<file path="src/rtl/dyn_slot_counter.sv">
module dyn_slot_counter #(
  parameter int ID_W   = 11,
  parameter int MS_W   = 13,
  parameter int IDLE_W = 4
) (
  input  logic              clk,
  input  logic              rst_n,
  input  logic              seg_start,
  input  logic              seg_end,
  input  logic [ID_W-1:0]   first_id,
  input  logic              mslot_tick,
  input  logic              bus_busy,
  input  logic              idle_det,
  input  logic [IDLE_W-1:0] idle_limit,
  input  logic [MS_W-1:0]   latest_tx,
  input  logic              tx_start,
  output logic [ID_W-1:0]   slot_id,
  output logic              tx_permit,
  output logic              ltv_flag,
  output logic              tab_flag,
  output logic              halt_req,
  output logic              acs_strobe
);
  localparam logic [ID_W-1:0] MAX_ID = {ID_W{1'b1}};
  localparam logic [MS_W-1:0] MS_TOP = {MS_W{1'b1}};

  logic              active, wrapped, frozen, wait_idle;
  logic [MS_W-1:0]   ms_num;
  logic [IDLE_W-1:0] idle_cnt;
  logic              advance;

  assign advance = active && mslot_tick && !bus_busy && !wait_idle && !frozen && !wrapped;

  assign tx_permit = active && !wrapped && !frozen && !wait_idle && !bus_busy &&
                     (ms_num <= latest_tx);

  always_ff @(posedge clk or negedge rst_n) begin
    if (!rst_n) begin
      active     <= 1'b0;
      wrapped    <= 1'b0;
      frozen     <= 1'b0;
      wait_idle  <= 1'b0;
      ms_num     <= '0;
      idle_cnt   <= '0;
      slot_id    <= '0;
      ltv_flag   <= 1'b0;
      tab_flag   <= 1'b0;
      halt_req   <= 1'b0;
      acs_strobe <= 1'b0;
    end else begin
      acs_strobe <= 1'b0;
      halt_req   <= 1'b0;
      if (seg_start) begin
        active    <= 1'b1;
        slot_id   <= first_id;
        ms_num    <= {{(MS_W-1){1'b0}}, 1'b1};
        wrapped   <= 1'b0;
        frozen    <= 1'b0;
        wait_idle <= 1'b0;
        idle_cnt  <= '0;
        ltv_flag  <= 1'b0;
        tab_flag  <= 1'b0;
      end else if (active) begin
        if (seg_end) begin
          active     <= 1'b0;
          acs_strobe <= 1'b1;
          if (bus_busy) begin
            tab_flag <= 1'b1;
            halt_req <= 1'b1;
          end
        end else begin
          if (mslot_tick && ms_num != MS_TOP)
            ms_num <= ms_num + 1'b1;
          if (advance) begin
            if (slot_id == MAX_ID) begin
              slot_id <= '0;
              wrapped <= 1'b1;
            end else begin
              slot_id <= slot_id + 1'b1;
            end
          end
          if (bus_busy) begin
            wait_idle <= 1'b1;
            idle_cnt  <= '0;
          end else if (wait_idle) begin
            if (idle_det) begin
              wait_idle <= 1'b0;
              idle_cnt  <= '0;
            end else if (mslot_tick && !frozen) begin
              if (idle_cnt >= idle_limit) frozen <= 1'b1;
              else idle_cnt <= idle_cnt + 1'b1;
            end
          end
          if (tx_start && (ms_num > latest_tx))
            ltv_flag <= 1'b1;
        end
      end
    end
  end


  acs_after_end_chk: assert property (@(posedge clk) disable iff (!rst_n)
    acs_strobe |-> $past(seg_end));


  acs_single_chk: assert property (@(posedge clk) disable iff (!rst_n)
    acs_strobe |=> !acs_strobe);


  busy_hold_chk: assert property (@(posedge clk) disable iff (!rst_n)
    (bus_busy && !seg_start) |=> $stable(slot_id));


  wrap_no_permit_chk: assert property (@(posedge clk) disable iff (!rst_n)
    tx_permit |-> (slot_id != '0));


  ltv_sticky_chk: assert property (@(posedge clk) disable iff (!rst_n)
    (ltv_flag && !seg_start) |=> ltv_flag);


  halt_with_tab_chk: assert property (@(posedge clk) disable iff (!rst_n)
    halt_req |-> tab_flag);


  halt_pulse_chk: assert property (@(posedge clk) disable iff (!rst_n)
    halt_req |=> !halt_req);
endmodule

</file>
<file path="config.mk">
export PLATFORM = sky130hd
export DESIGN_NAME = dyn_slot_counter
export DESIGN_NICKNAME = d
export VERILOG_FILES = /design/src/rtl/dyn_slot_counter.sv
export SDC_FILE = /design/constraint.sdc
export NUM_CORES = 1
export LEC_CHECK = 0
export ABC_AREA = 0
export BUFFER_PORTS_ARGS = -buffer_cell sky130_fd_sc_hd__buf_2
export CORE_MARGIN = 2
export CORE_UTILIZATION = 45
export CTS_CLUSTER_DIAMETER = 80
export CTS_CLUSTER_SIZE = 12
export DETAILED_ROUTE_END_ITERATION = 10
export PLACE_DENSITY = 0.76
export SYNTH_ARGS = -nofsm -noshare
export SYNTH_HDL_FRONTEND = slang
export SYNTH_SLANG_ARGS = --single-unit
export TNS_END_PERCENT = 30
</file>
<file path="constraint.sdc">
create_clock -name clk -period 2.8 [get_ports clk]
set_input_delay 0.56 -clock clk [delete_from_list [all_inputs] [get_ports clk]]
set_output_delay 0.56 -clock clk [all_outputs]
set_load 0.03 [all_outputs]
</file>
==> results.toml <==
[outcome]
outcome = "completed"

[flow_run]
cap_violations = 0

[timing]
setup_violations = 0
fin_crit_ns = 2.71
final_max_slew_viol_count = 0
hold_violations = 0
setup_tns_ns = 0
slew_headroom = 0.471
hold_slack_ns = 0.346
timing.final.crit_share = 0.968
max_freq_mhz = 369
rsz0062_at_grt = "no"
max_slew.worst_pin.slew_ns = 0.793
skew_ns = 0.00617

[logic_synthesis]
synth_seq_area_share = 0.388
synth-edff-count = 0
synth_area_sq_um = 2320
ys_types = 47
avgSynthCellArea_sq_um = 8.99
synth_ff_type = "dfrtp_1"
ys_seq_elements = 36
synthArstFlopShare = 1.00
synth_cells = 258
ys.warnings.count = 0
syn_nets = 314

[clock_tree]
cts_made_buffers = 5
numClockSinks = 36
cts_tree = "done"
ctsHtreeMaxLevel = 2
insertion_delay_ns = 0.29
root_buffer = "clkbuf_8"
ctsHoldBuffers = 0
cts.path.max_buffers = 2
post_cts_resized = 0
postCtsSetupRepairBufs = 0
clkTransAtPathRegs_ns = 0.07

[critical_path]
cp_max_fo = 6
reg2reg_depth = 7
worst-r2r-setup-slack_ns = 0.73
worst_path_largest_cell_delay_ns = 0.45
worstSetupStartpointType = "flop"
r2r_start = "idle_cnt[0]"
path_cells = "ha_1 -> a21oi_1 -> o211a_1 -> o31ai_1 -> o22ai_2 -> and3_1 -> buf_2"
crit_type = "flop to primary output"
regToRegEndpoint = "idle_cnt[3]"
worst_path_max_delay_cell = "dfrtp_2"
cp.arrival_ns = 2.15
crit_path_end_kind = "primary output"
cp.required_ns = 2.24

[die]
die_width_microns = 75.8
start_util = 0.460
fp-row-count = 26
die_h_microns = 75.8
io_pins = 52
die_area_sq_um = 5740
core_area_sq_um = 5040

[final_layout]
n_fill_cell = 484
final_cell_mix = "51 x buf_2, 35 x dfrtp_1, 24 x nor2_1"
fin_nets = 365
antenna_cells = 0
syn_to_final_growth_pct = 19.3
final_cells = 380
drive_gt1_frac = 0.219
final_common_cell = "buf_2"

[global_routing]
gr-total-overflow = 0
grt_pass1_wl_microns = 8470
grt_pass1_vias = 1992
grt_start_max_net_pins = 39
track_usage = 0.193
antenna_found_initial = 0

[power_and_ir_drop]
p_per_area_nw_per_um2 = 477
p_leak_uw = 0.00144
p_sw_frac = 0.279
seq_power_share = 0.442
power_frac_clock = 0.376
max-vdd-ir-drop_mv = 0.265
internal_power_uw = 952
power_switching_uw = 369
p_comb_frac = 0.182

[drt]
remaining_drc_errors = 0
ant_nets = 0
routed_wirelength_microns = 4990
via_per_inst = 5.31
drt-wirelength-per-cell_microns = 13.1
num_vias = 2019
first_pass_iters = 4
drt_iter0_markers = 106

[place]
portBuffers = 51
routabilityCongestion = 0.862
place_hpwl_microns = 3700
dp.cells = 372

[worst_hold_path]
hold_class = "primary input to asynchronous set/reset pin"
-- power by group through the flow --
stage	registers, uW	logic, uW	clock network, uW
global route	589	271	523
floorplan	631	112	0
CTS	582	243	508
detailed placement	592	241	0
finish	584	240	497
global placement	590	236	0
-- worst max-delay path by stage --
stage                 startpoint  cells past startpoint   endpoint
finish                 ms_num[2]                      7  tx_permit
global route           ms_num[2]                      7  tx_permit
CTS                    ms_num[2]                      7  tx_permit
detailed placement  latest_tx[6]                      9  tx_permit
global placement    latest_tx[6]                      9  tx_permit
floorplan           latest_tx[6]                      7  tx_permit
-- sequential cells by signal, summed over array words and instances, names as in the netlist --
name / flops
acs_strobe: 1
active: 1
frozen: 1
halt_req: 1
idle_cnt: 4
ltv_flag: 1
ms_num: 13
slot_id: 11
tab_flag: 1
wait_idle: 1
wrapped: 1
-- cells by family (layout without fill, tap and decap cells) --
group	after synthesis	after routing	share of synthesized area
fa+ha+maj	20	20	0.108
xor+xnor	15	15	0.0566
simple gates	109	109	0.243
buf+inv	29	81	0.0480
mux	1	1	0.00485
flops	36	36	0.388
compound gates	48	48	0.152
-- per-layer routing --
metal  global-route usage  part of all wire
met5                    0                 0
met3               0.0370             0.043
met1                0.258              0.47
met2                0.302              0.47
met4               0.0897             0.016
-- per-stage QoR --
| stage | area (sq um) | utilization | setup slack, ns | power (uW) |
|---|---|---|---|---|
| after floorplan | 2320 | - | 0.426 | 743 |
| after global placement | 2630 | 0.522 | 0.221 | 826 |
| after detailed placement | 2630 | 0.522 | 0.181 | 833 |
| after CTS | 2760 | 0.547 | 0.103 | 1330 |
| after global routing | 2770 | 0.549 | 0.00263 | 1380 |
| final | 2770 | 0.549 | 0.0905 | 1320 |
-- Yosys cell counts (all sizes together) (2+ instances only) --
cell type	instances	area, sq um
nor3	5	25.0
xnor2	2	17.5
dfrtp	36	901
or4	3	22.5
xor2	13	114
ha	20	250
nor2	24	90.1
and3	12	75.1
a31oi	3	18.8
a21oi	10	50.1
nand2	22	82.6
inv	22	82.6
nand2b	2	20.0
o21ai	10	53.8
and2	3	18.8
nor4	4	31.3
nand3	18	90.1
o211a	4	40.0
buf	3	13.8
or2	2	12.5
a22oi	3	22.5
nand4	9	56.3
o211ai	4	30.0
clkbuf	4	15.0
a21o	3	23.8
a211o	2	17.5
-- final cells by class --
type                            count  area (sq um)  share of cell area
Clock buffer                        7          96.3              0.0348
Clock inverter                      1          30.0              0.0108
Inverter                           22          82.6              0.0298
Multi-Input combinational cell    193          1310               0.475
Sequential cell                    36           902               0.326
Tap cell                           70          87.6              0.0316
Timing Repair Buffer               51           255              0.0922
-- critical path: cells and delay by family, from the launching register on --
family | cells | cell delay (ns)
AO/OA/AOI/OAI | 4 | 0.72
adder cells (fa/ha/maj) | 1 | 0.32
buffers and inverters | 1 | 0.17
flip-flops | 1 | 0.45
AND/OR/NAND/NOR | 1 | 0.20
Note: power is estimated with default switching activity, not from simulation.
